--- config.mk ---
export PLATFORM = sky130hd
export DESIGN_NAME = lipsync_cfg_i2c
export DESIGN_NICKNAME = d
export VERILOG_FILES = /design/src/rtl/lipsync_cfg_pkg.sv /design/src/rtl/lipsync_line_sync.sv /design/src/rtl/lipsync_bus_fsm.sv /design/src/rtl/lipsync_cfg_bank.sv /design/src/rtl/lipsync_cfg_i2c.sv
export SDC_FILE = /design/constraint.sdc
export NUM_CORES = 1
export LEC_CHECK = 0
export BUFFER_PORTS_ARGS = -buffer_cell sky130_fd_sc_hd__buf_2
export CAP_MARGIN = 20
export CORE_MARGIN = 3
export CORE_UTILIZATION = 50
export CTS_CLUSTER_SIZE = 25
export DETAILED_ROUTE_END_ITERATION = 7
export HOLD_SLACK_MARGIN = 0.12
export PLACE_DENSITY = 0.74
export RECOVER_POWER = 50
export SKIP_LAST_GASP = 1
export SYNTH_ARGS = -nofsm -noshare
export SYNTH_HDL_FRONTEND = slang
export SYNTH_SLANG_ARGS = --single-unit
--- constraint.sdc ---
create_clock -name clk -period 3 [get_ports clk]
set_input_delay 0.3 -clock clk [delete_from_list [all_inputs] [get_ports clk]]
set_output_delay 0.3 -clock clk [all_outputs]
set_load 0.01 [all_outputs]
--- src/rtl/lipsync_cfg_pkg.sv ---
package lipsync_cfg_pkg;

    typedef enum logic [2:0] {
        ST_IDLE,
        ST_ADDR,
        ST_ADDR_ACK,
        ST_DATA,
        ST_DATA_ACK,
        ST_SKIP
    } bus_state_t;

    localparam logic [3:0] DEV_PREFIX = 4'b1101;
    localparam int         LAST_REG   = 8;

endpackage

--- src/rtl/lipsync_line_sync.sv ---
module lipsync_line_sync #(
    parameter int SYNC_STAGES = 2
) (
    input  logic clk,
    input  logic rst_n,
    input  logic scl_i,
    input  logic sda_i,
    output logic sda_s,
    output logic scl_rise,
    output logic scl_fall,
    output logic start_det,
    output logic stop_det
);
    logic [SYNC_STAGES-1:0] scl_sh;
    logic [SYNC_STAGES-1:0] sda_sh;
    logic scl_s;
    logic scl_p;
    logic sda_p;

    always_ff @(posedge clk or negedge rst_n) begin
        if (!rst_n) begin
            scl_sh <= '1;
            sda_sh <= '1;
            scl_p  <= 1'b1;
            sda_p  <= 1'b1;
        end else begin
            scl_sh <= {scl_sh[SYNC_STAGES-2:0], scl_i};
            sda_sh <= {sda_sh[SYNC_STAGES-2:0], sda_i};
            scl_p  <= scl_sh[SYNC_STAGES-1];
            sda_p  <= sda_sh[SYNC_STAGES-1];
        end
    end

    assign scl_s     = scl_sh[SYNC_STAGES-1];
    assign sda_s     = sda_sh[SYNC_STAGES-1];
    assign scl_rise  = scl_s & ~scl_p;
    assign scl_fall  = ~scl_s & scl_p;
    assign start_det = scl_s & scl_p & sda_p & ~sda_s;
    assign stop_det  = scl_s & scl_p & ~sda_p & sda_s;

endmodule

--- src/rtl/lipsync_bus_fsm.sv ---
module lipsync_bus_fsm
    import lipsync_cfg_pkg::*;
#(
    parameter int PIN_BITS = 3,
    parameter int DW       = 8
) (
    input  logic                clk,
    input  logic                rst_n,
    input  logic                sda_s,
    input  logic                scl_rise,
    input  logic                scl_fall,
    input  logic                start_det,
    input  logic                stop_det,
    input  logic [PIN_BITS-1:0] addr_pins,
    output logic                sda_oe,
    output logic                byte_stb,
    output logic                byte_is_ptr,
    output logic [DW-1:0]       byte_val
);
    localparam int CW = $clog2(DW + 1);
    localparam logic [CW-1:0] FULL = CW'(DW);

    bus_state_t    state, nxt;
    logic [DW-1:0] shreg;
    logic [CW-1:0] bitcnt;
    logic          first;
    logic          byte_done;
    logic          addr_ok;

    assign byte_done = scl_fall && (bitcnt == FULL);
    assign addr_ok   = (shreg == {DEV_PREFIX, addr_pins, 1'b0});

    // state register
    always_ff @(posedge clk or negedge rst_n) begin
        if (!rst_n) state <= ST_IDLE;
        else        state <= nxt;
    end

    // transitions
    always_comb begin
        nxt = state;
        unique case (state)
            ST_IDLE:     nxt = ST_IDLE;
            ST_ADDR:     if (byte_done) nxt = addr_ok ? ST_ADDR_ACK : ST_SKIP;
            ST_ADDR_ACK: if (scl_fall) nxt = ST_DATA;
            ST_DATA:     if (byte_done)
                             nxt = (first && (shreg > DW'(LAST_REG))) ? ST_SKIP : ST_DATA_ACK;
            ST_DATA_ACK: if (scl_fall) nxt = ST_DATA;
            ST_SKIP:     nxt = ST_SKIP;
            default:     nxt = ST_IDLE;
        endcase
        if (stop_det)  nxt = ST_IDLE;
        if (start_det) nxt = ST_ADDR;
    end

    // datapath: shifter, bit counter, pointer flag, byte hand-off
    always_ff @(posedge clk or negedge rst_n) begin
        if (!rst_n) begin
            shreg       <= '0;
            bitcnt      <= '0;
            first       <= 1'b1;
            byte_stb    <= 1'b0;
            byte_is_ptr <= 1'b0;
            byte_val    <= '0;
        end else begin
            byte_stb <= 1'b0;
            if (start_det || stop_det) begin
                bitcnt <= '0;
                first  <= 1'b1;
            end else begin
                if (scl_rise && (state == ST_ADDR || state == ST_DATA) && bitcnt < FULL) begin
                    shreg  <= {shreg[DW-2:0], sda_s};
                    bitcnt <= bitcnt + 1'b1;
                end
                if (scl_fall && (state == ST_ADDR_ACK || state == ST_DATA_ACK))
                    bitcnt <= '0;
                if (state == ST_DATA && nxt == ST_DATA_ACK) begin
                    byte_stb    <= 1'b1;
                    byte_is_ptr <= first;
                    byte_val    <= shreg;
                    first       <= 1'b0;
                end
            end
        end
    end

    // outputs
    always_comb begin
        sda_oe = (state == ST_ADDR_ACK) || (state == ST_DATA_ACK);
    end

    AST_ACK_ON_FALL: assert property (@(posedge clk) disable iff (!rst_n)
        $rose(sda_oe) |-> $past(scl_fall));
    AST_ACK_RELEASE: assert property (@(posedge clk) disable iff (!rst_n)
        $fell(sda_oe) |-> $past(scl_fall || start_det || stop_det));
    AST_SKIP_NO_BYTE: assert property (@(posedge clk) disable iff (!rst_n)
        (state == ST_SKIP) |=> !byte_stb);

endmodule

--- src/rtl/lipsync_cfg_bank.sv ---
module lipsync_cfg_bank
    import lipsync_cfg_pkg::*;
#(
    parameter int          DW       = 8,
    parameter logic [7:0]  CTRL_RST = 8'hC0
) (
    input  logic          clk,
    input  logic          rst_n,
    input  logic          byte_stb,
    input  logic          byte_is_ptr,
    input  logic [DW-1:0] byte_val,
    output logic          mute_l,
    output logic          mute_r,
    output logic          act_rj,
    output logic [2*DW-1:0] act_dly_r,
    output logic [2*DW-1:0] act_dly_l,
    output logic [DW-1:0] act_frame,
    output logic [DW-1:0] act_pkt,
    output logic          cfg_update
);
    localparam int NSTG     = LAST_REG - 1;
    localparam int IX_CTRL  = 0;
    localparam int IX_RH    = 1;
    localparam int IX_RL    = 2;
    localparam int IX_LH    = 3;
    localparam int IX_LL    = 4;
    localparam int IX_FRAME = 5;
    localparam int IX_PKT   = 6;

    logic [DW-1:0] stg [NSTG];
    logic [DW-1:0] ptr;
    logic          data_wr;
    logic          commit_q;

    assign data_wr = byte_stb && !byte_is_ptr;

    always_ff @(posedge clk or negedge rst_n) begin
        if (!rst_n) begin
            ptr <= '0;
        end else if (byte_stb) begin
            if (byte_is_ptr)        ptr <= byte_val;
            else if (ptr != '1)     ptr <= ptr + 1'b1;
        end
    end

    for (genvar g = 0; g < NSTG; g++) begin : g_stage
        always_ff @(posedge clk or negedge rst_n) begin
            if (!rst_n)
                stg[g] <= (g == IX_CTRL) ? DW'(CTRL_RST) : '0;
            else if (data_wr && ptr == DW'(g + 1))
                stg[g] <= byte_val;
        end
    end

    always_ff @(posedge clk or negedge rst_n) begin
        if (!rst_n) commit_q <= 1'b0;
        else        commit_q <= data_wr && (ptr == DW'(LAST_REG)) && byte_val[0];
    end

    always_ff @(posedge clk or negedge rst_n) begin
        if (!rst_n) begin
            act_rj     <= 1'b0;
            act_dly_r  <= '0;
            act_dly_l  <= '0;
            act_frame  <= '0;
            act_pkt    <= '0;
            cfg_update <= 1'b0;
        end else begin
            cfg_update <= commit_q;
            if (commit_q) begin
                act_rj    <= stg[IX_CTRL][0];
                act_dly_r <= {stg[IX_RH], stg[IX_RL]};
                act_dly_l <= {stg[IX_LH], stg[IX_LL]};
                act_frame <= stg[IX_FRAME];
                act_pkt   <= stg[IX_PKT];
            end
        end
    end

    assign mute_l = stg[IX_CTRL][7];
    assign mute_r = stg[IX_CTRL][6];

    AST_ACTIVE_HOLD: assert property (@(posedge clk) disable iff (!rst_n)
        !commit_q |=> ($stable(act_dly_r) && $stable(act_dly_l) && $stable(act_frame)
                       && $stable(act_pkt) && $stable(act_rj)));
    AST_COMMIT_COPY: assert property (@(posedge clk) disable iff (!rst_n)
        commit_q |=> (cfg_update && act_frame == $past(stg[IX_FRAME])
                      && act_pkt == $past(stg[IX_PKT])));
    AST_ZERO_COMMIT: assert property (@(posedge clk) disable iff (!rst_n)
        (data_wr && ptr == DW'(LAST_REG) && !byte_val[0]) |=> ##1 !cfg_update);
    AST_UPD_PULSE: assert property (@(posedge clk) disable iff (!rst_n)
        cfg_update |=> !cfg_update);
    AST_MUTE_NOW: assert property (@(posedge clk) disable iff (!rst_n)
        (data_wr && ptr == DW'(1)) |=> (mute_l == $past(byte_val[7])
                                        && mute_r == $past(byte_val[6])));

endmodule

--- src/rtl/lipsync_cfg_i2c.sv ---
module lipsync_cfg_i2c #(
    parameter int         PIN_BITS    = 3,
    parameter int         DW          = 8,
    parameter int         SYNC_STAGES = 2,
    parameter logic [7:0] CTRL_RST    = 8'hC0
) (
    input  logic                clk,
    input  logic                rst_n,
    input  logic                scl_i,
    input  logic                sda_i,
    output logic                sda_oe,
    input  logic [PIN_BITS-1:0] addr_sel,
    output logic                mute_l,
    output logic                mute_r,
    output logic                act_rj,
    output logic [2*DW-1:0]     act_dly_r,
    output logic [2*DW-1:0]     act_dly_l,
    output logic [DW-1:0]       act_frame,
    output logic [DW-1:0]       act_pkt,
    output logic                cfg_update
);
    logic          sda_s, scl_rise, scl_fall, start_det, stop_det;
    logic          byte_stb, byte_is_ptr;
    logic [DW-1:0] byte_val;

    lipsync_line_sync #(.SYNC_STAGES(SYNC_STAGES)) u_sync (
        .clk(clk), .rst_n(rst_n), .scl_i(scl_i), .sda_i(sda_i),
        .sda_s(sda_s), .scl_rise(scl_rise), .scl_fall(scl_fall),
        .start_det(start_det), .stop_det(stop_det)
    );

    lipsync_bus_fsm #(.PIN_BITS(PIN_BITS), .DW(DW)) u_fsm (
        .clk(clk), .rst_n(rst_n), .sda_s(sda_s), .scl_rise(scl_rise),
        .scl_fall(scl_fall), .start_det(start_det), .stop_det(stop_det),
        .addr_pins(addr_sel), .sda_oe(sda_oe), .byte_stb(byte_stb),
        .byte_is_ptr(byte_is_ptr), .byte_val(byte_val)
    );

    lipsync_cfg_bank #(.DW(DW), .CTRL_RST(CTRL_RST)) u_bank (
        .clk(clk), .rst_n(rst_n), .byte_stb(byte_stb), .byte_is_ptr(byte_is_ptr),
        .byte_val(byte_val), .mute_l(mute_l), .mute_r(mute_r), .act_rj(act_rj),
        .act_dly_r(act_dly_r), .act_dly_l(act_dly_l), .act_frame(act_frame),
        .act_pkt(act_pkt), .cfg_update(cfg_update)
    );

endmodule

==> results of run 1 <==
logic make-up (layout without fill, tap and decap cells):
logic type               Yosys count  after routing
multiplexers                     119            119
adder cells (fa/ha/maj)            6              6
XOR/XNOR                           6              6
flip-flops                       142            142
buffers and inverters             29            108
AND/OR/NAND/NOR                   69             69
AO/OA/AOI/OAI                     37             37
where the power goes:
group	switching (mW)	leakage, nW	internal (mW)	total [mW]
sequential	0.00524	1.95	1.92	1.93
clock	0.759	0.281	1.19	1.95
combinational	0.0436	1.06	0.0129	0.0565
final timing paths:
kind / startpoint / to / slack, ps / depth (start not counted)
max: u_fsm.byte_is_ptr / u_bank.stg[33] / 790 / 4
max reg2reg: u_fsm.byte_is_ptr / u_bank.stg[33] / 790 / 4
min in group asynchronous: rst_n / u_bank.act_frame[6] / 510 / 2
min reg2reg: u_sync.scl_sh[0] / u_sync.scl_sh[1] / 360 / 0
min: u_sync.scl_sh[0] / u_sync.scl_sh[1] / 360 / 0
max in group asynchronous: rst_n / u_fsm.byte_val[1] / 850 / 3
routing by layer:
metal | share of wire, % | up-vias | wire, um | GRT usage, %
met3 | 6.1 | 14 | 670 | 6.63
met2 | 49 | 104 | 5360 | 27.8
met5 | 0 | - | 0 | 0
met1 | 44 | 1752 | 4840 | 24.5
li1 | - | 1603 | - | -
met4 | 1.3 | 0 | 146 | 6.01
sequential cells by signal (all words and copies together), names as in the netlist, 2 cells and up:
signal            cells
u_bank.stg           49
u_bank.act_dly_l     16
u_bank.act_dly_r     16
u_bank.act_frame      8
u_bank.act_pkt        8
u_bank.ptr            8
u_fsm.byte_val        8
u_fsm.shreg           8
u_fsm.bitcnt          4
u_fsm.state           3
u_sync.scl_sh         2
u_sync.sda_sh         2
metrics by stage:
step	utilization, %	hold slack [ps]	area, um2
2_1_floorplan	-	4.41	5800
3_3_place_gp	56.2	346	6230
3_5_place_dp	56.2	348	6230
4_1_cts	61.6	356	6820
5_1_grt	61.0	370	6760
6_report	61.0	362	6760
cell usage after synthesis (2+ instances only):
| master | number | area, um2 |
|---|---|---|
| a32oi_1 | 2 | 17.5 |
| a31o_2 | 2 | 17.5 |
| xnor2_1 | 5 | 43.8 |
| nor3_1 | 4 | 20.0 |
| buf_1 | 7 | 26.3 |
| nor2_1 | 8 | 30.0 |
| and3b_1 | 2 | 17.5 |
| o22ai_1 | 6 | 37.5 |
| dfstp_2 | 9 | 236 |
| dfrtp_1 | 133 | 3330 |
| o311ai_0 | 2 | 17.5 |
| o31ai_1 | 3 | 22.5 |
| o21ai_0 | 4 | 20.0 |
| or3_1 | 2 | 12.5 |
| mux2_2 | 115 | 1290 |
| nor2b_1 | 4 | 25.0 |
| nand2_1 | 16 | 60.1 |
| a21oi_1 | 7 | 35.0 |
| nand2_2 | 4 | 25.0 |
| nand4_1 | 5 | 31.3 |
| clkbuf_1 | 9 | 33.8 |
| nand3_1 | 8 | 40.0 |
| a31oi_1 | 3 | 18.8 |
| inv_1 | 12 | 45.0 |
| ha_1 | 6 | 75.1 |
| and3_1 | 3 | 18.8 |
| mux2_1 | 2 | 22.5 |
| a21o_1 | 2 | 15.0 |
| nand2b_1 | 2 | 12.5 |
| mux2i_1 | 2 | 20.0 |
| nor3b_1 | 3 | 22.5 |
what timing repair did:
| action | 4_1_cts | 5_1_grt |
|---|---|---|
| hold buffers | 3 | 0 |
| endpoints found under the hold margin | 91 | 0 |
| setup buffers | 0 | 0 |
area by class of cell:
cell class	instances	area, um2	share of cell area (%)
clock buffer	20	467	6.90
clock inverter	12	93.8	1.39
inverter	12	45.0	0.666
multi-input combinational	237	2120	31.4
sequential	142	3560	52.7
tap	140	175	2.59
timing repair buffer	64	294	4.35
==> impl_metrics.toml, run 1 <==
[cts]
cts_sinks = 142
cts.path.max_buffers = 2
post_cts_resized = 0
clk_latency_ps = 420
cts_tree = "done"
root_buffer = "clkbuf_16"
numCtsBuffers = 17
htreeDepth = 4
clkTransAtPathRegs_ps = 60

[critical_path]
critPathKind = "register to register"
critPathLaunchType = "register"
cp-end-kind = "register"
slowest_stage = "or4_4"
path_buf_inv = 0
crit_chain = "or4_4 -> nor4_2 -> nand2_1 -> mux2_1"
crit_arrival_ps = 2510
worst-path-max-fanout = 16
critPathTopFamily = "simple AND/OR/NAND/NOR gates"
critical-path-max-stage-delay_ps = 640
crit_required_ps = 3300

[sta]
slew_headroom_pct = 21.6
tns_ps = 0
slew_viol_final = 0
setup_ws_ps = 786
fin_crit_ps = 2210
worst_pin_slew_ps = 1180
rsz0062_at_grt = "no"
fin_crit_sh_pct = 73.8
fin_worst_skew_ps = 10.6
final_hold_viol_count = 0
setup_viol = 0
fmax_ghz = 0.452

[yosys]
synth.area.mux_share_pct = 23.1
ys_seq_area_share_pct = 61.5
synthArstFlopShare_pct = 100
synth_cells = 408
synthXorXnorAreaFrac_pct = 0.906
ys.flop_type = "dfrtp_1"
synthAdderAreaFrac_pct = 1.29
syn-num-nets = 421
synth_top_family_by_area = "multiplexers"
postSynthAreaPerCell_um2 = 14.2
synthesis.area_um2 = 5800
yosys_warnings = 0
synth-edff-count = 0
synth_simple_gate_area_share_pct = 6.93
synth_cell_types = 47
synth-seq-cells = 142
synth_compound_area_share_pct = 4.42

[routing]
drc = 0
vias_per_cell = 5.54
dr.pass1.iters = 5
vias = 3473
drt_iter0_markers = 154
wl_per_cell_um = 17.6
antenna_left = 0
routed_wl_um = 11000

[placement]
io_buffers = 59
dp_cells = 591
dp_slack_ps = 811
gp_congestion = 0.825
place_hpwl_um = 7170

[final_layout]
final-instance-count-excl-fill = 627
final_cell_mix = "133 x dfrtp_1, 115 x mux2_2, 50 x clkbuf_1"
layout_commonest_cell = "dfrtp_1"
diodes = 0
drive_above_1_share_pct = 36.1
syn_to_final_growth_pct = 16.6
final_nets = 487
fillers = 853

[global_routing]
antenna_found_initial = 0
grtUsageTotal_pct = 18.2
grt-ovfl-total = 0
grt_pass1_vias = 3541
grt_pass1_wl_um = 18100
grt_max_degree = 93

[die]
rows = 38
boundaryPins = 60
start_util_pct = 52.3
dieArea_um2 = 12900
core_um2 = 11100
die_h_um = 114
die_x_um = 114

[power]
leakagePower_nw = 3.29
power.density_nw_per_um2 = 582
ir_drop_uv = 590
finalPower_mw = 3.94

[run_status]
status = "completed"

[run]
maxCapViolCount = 0

[worst_hold_path]
hold_path_class = "register to register"
No activity file was read; power rests on OpenSTA's default activity.
==> inputs of run 2 (changes only) <==
Clock period 3 ns to 2.15 ns, I/O delays scaled along.
==> run 2 against run 1 <==
- maximum frequency increased by 8.3%
- non-clock buffer count increased by 13
- sequential share of layout area decreased by 0.74 points
- register-to-register slack got worse by 680 ps
- combinational power increased by 52%
- via count increased by 2.2%
==> impl_metrics.toml, run 2 (synthesized netlist as in run 1, its figures left out) <==
[run_status]
status = "completed"

[placement]
placed_area_um2 = 6360
gp_congestion = 0.820
io_buffers = 59
dp_cells = 605
place_hpwl_um = 7600

[final_layout]
final_cell_area_um2 = 6860
final_nets = 500
final-instance-count-excl-fill = 639
syn_to_final_growth_pct = 18.3
top_regs = "u_bank.stg: 49 flops, u_bank.act_dly_l: 16 flops, u_bank.act_dly_r: 16 flops"
top_register = "u_bank.stg"
drive_above_1_share_pct = 37.7
diodes = 0
final_cell_mix = "133 x dfrtp_1, 115 x mux2_2, 51 x clkbuf_1"
largest_reg_flops = 49
layout_commonest_cell = "dfrtp_1"

[routing]
antenna_left = 0
dr.pass1.iters = 4
routed_wl_um = 11400
vias_per_cell = 5.56
vias = 3550
wl_per_cell_um = 17.9
drt_iter0_markers = 213
drc = 0

[critical_path]
worst-path-max-fanout = 8
critPathLaunchType = "register"
crit_chain = "or4_4 -> nor4_2 -> nand2_1 -> mux2_2"
critPathKind = "register to register"
critical-path-max-stage-delay_ps = 570
slowest_stage = "or4_4"
crit_arrival_ps = 2340
cp-end-kind = "register"
crit_required_ps = 2450
regToRegSetupSlack_ps = 110

[sta]
slew_viol_final = 0
fin_worst_skew_ps = 5.64
fin_crit_ps = 2040
fmax_ghz = 0.489
final_hold_viol_count = 0
slew_headroom_pct = 0.766
holdWs_ps = 324
tns_ps = 0
fin_crit_sh_pct = 95.1
worst_pin_slew_ps = 1490
rsz0062_at_grt = "no"
setup_viol = 0

[power]
switching_share_pct = 20.9
leakagePower_nw = 3.35
p_seq_share_pct = 49.4
p_sw_mw = 1.14
ir_drop_uv = 612
combPwrFrac_pct = 1.6
power.density_nw_per_um2 = 795
intPower_mw = 4.32
pwr-share-clk_pct = 49.1

[die]
dieArea_um2 = 12900
die_x_um = 114
core_um2 = 11100
rows = 38
start_util_pct = 52.3
boundaryPins = 60
die_h_um = 114

[global_routing]
grt-ovfl-total = 0
grt_pass1_wl_um = 18900
grtUsageTotal_pct = 19.2
grt_max_degree = 60
grt_pass1_vias = 3558
antenna_found_initial = 0

[cts]
root_buffer = "clkbuf_16"
cts_sinks = 142
numCtsBuffers = 17
htreeDepth = 4
post_cts_buffers = 0
cts.path.max_buffers = 2
clk_latency_ps = 410
clkTransAtPathRegs_ps = 60
cts_tree = "done"

[worst_hold_path]
hold_path_class = "input pin to register"

[run]
maxCapViolCount = 0
## run 2: cell types whose count changed in the layout (fill, tap and decap cells not counted)
cell | previous run | this run
buf_12 | 1 | 2
clkbuf_1 | 50 | 51
clkbuf_8 | 3 | 1
clkinv_4 | 1 | 2
buf_4 | 0 | 12
inv_6 | 0 | 1
buf_2 | 8 | 10
nand2_2 | 4 | 5
nand2_1 | 16 | 15
clkinv_2 | 8 | 4
## run 2: metrics by stage
| stage | worst slack [ps] | total power [mW] | util (%) |
|---|---|---|---|
| floorplan | 172 | 2.76 | - |
| finish | 106 | 5.45 | 61.9 |
| CTS | 71.8 | 5.52 | 62.6 |
| global placement | 207 | 2.82 | 57.4 |
| global route | 10.4 | 5.64 | 61.9 |
| detailed placement | 133 | 2.83 | 57.4 |
## run 2: per-layer routing
layer	part of all wire [%]	routed length [um]	global-route usage, %
met3	4.9	557	4.93
met4	1.6	180	7.61
met2	47	5420	28.5
met5	0	0	0
met1	46	5270	27.2
## run 2: area by class of cell
type | count | area, um2
Inverter | 12 | 45.0
Clock buffer | 21 | 450
Tap cell | 140 | 175
Multi-Input combinational cell | 237 | 2130
Timing Repair Buffer | 77 | 407
Fill cell | 856 | 4220
Clock inverter | 10 | 91.3
Sequential cell | 142 | 3560
## run 2: worst max-delay path: cells and delay by family, from the launching register on
family | cells | cell delay, ps
flops | 1 | 370
mux | 1 | 350
simple gates | 3 | 1200
## run 2: timing repair
| item | 4_1_cts | 5_1_grt |
|---|---|---|
| resized for setup | 0 | 1 |
| hold buffers | 3 | 0 |
| endpoints found under the hold margin | 56 | 0 |
| setup endpoints to repair | 0 | 1 |
## run 2: final timing paths
kind / startpoint / to / cells after the start
max: u_fsm.byte_is_ptr / u_bank.stg[44] / 4
min: addr_sel[1] / u_fsm.state[1] / 5
max reg2reg: u_fsm.byte_is_ptr / u_bank.stg[44] / 4
min reg2reg: u_sync.sda_sh[0] / u_sync.sda_sh[1] / 0
max in group asynchronous: rst_n / u_bank.ptr[5] / 3
min in group asynchronous: rst_n / u_bank.stg[0] / 2
## run 2: power groups by stage
stage                     registers, mW  logic (mW)  clock network [mW]
after floorplan                    2.74      0.0181                   0
after global placement             2.74      0.0857                   0
after detailed placement           2.74      0.0894                   0
after CTS                          2.69      0.0943                2.74
after global routing               2.69       0.100                2.84
final                              2.69      0.0856                2.68
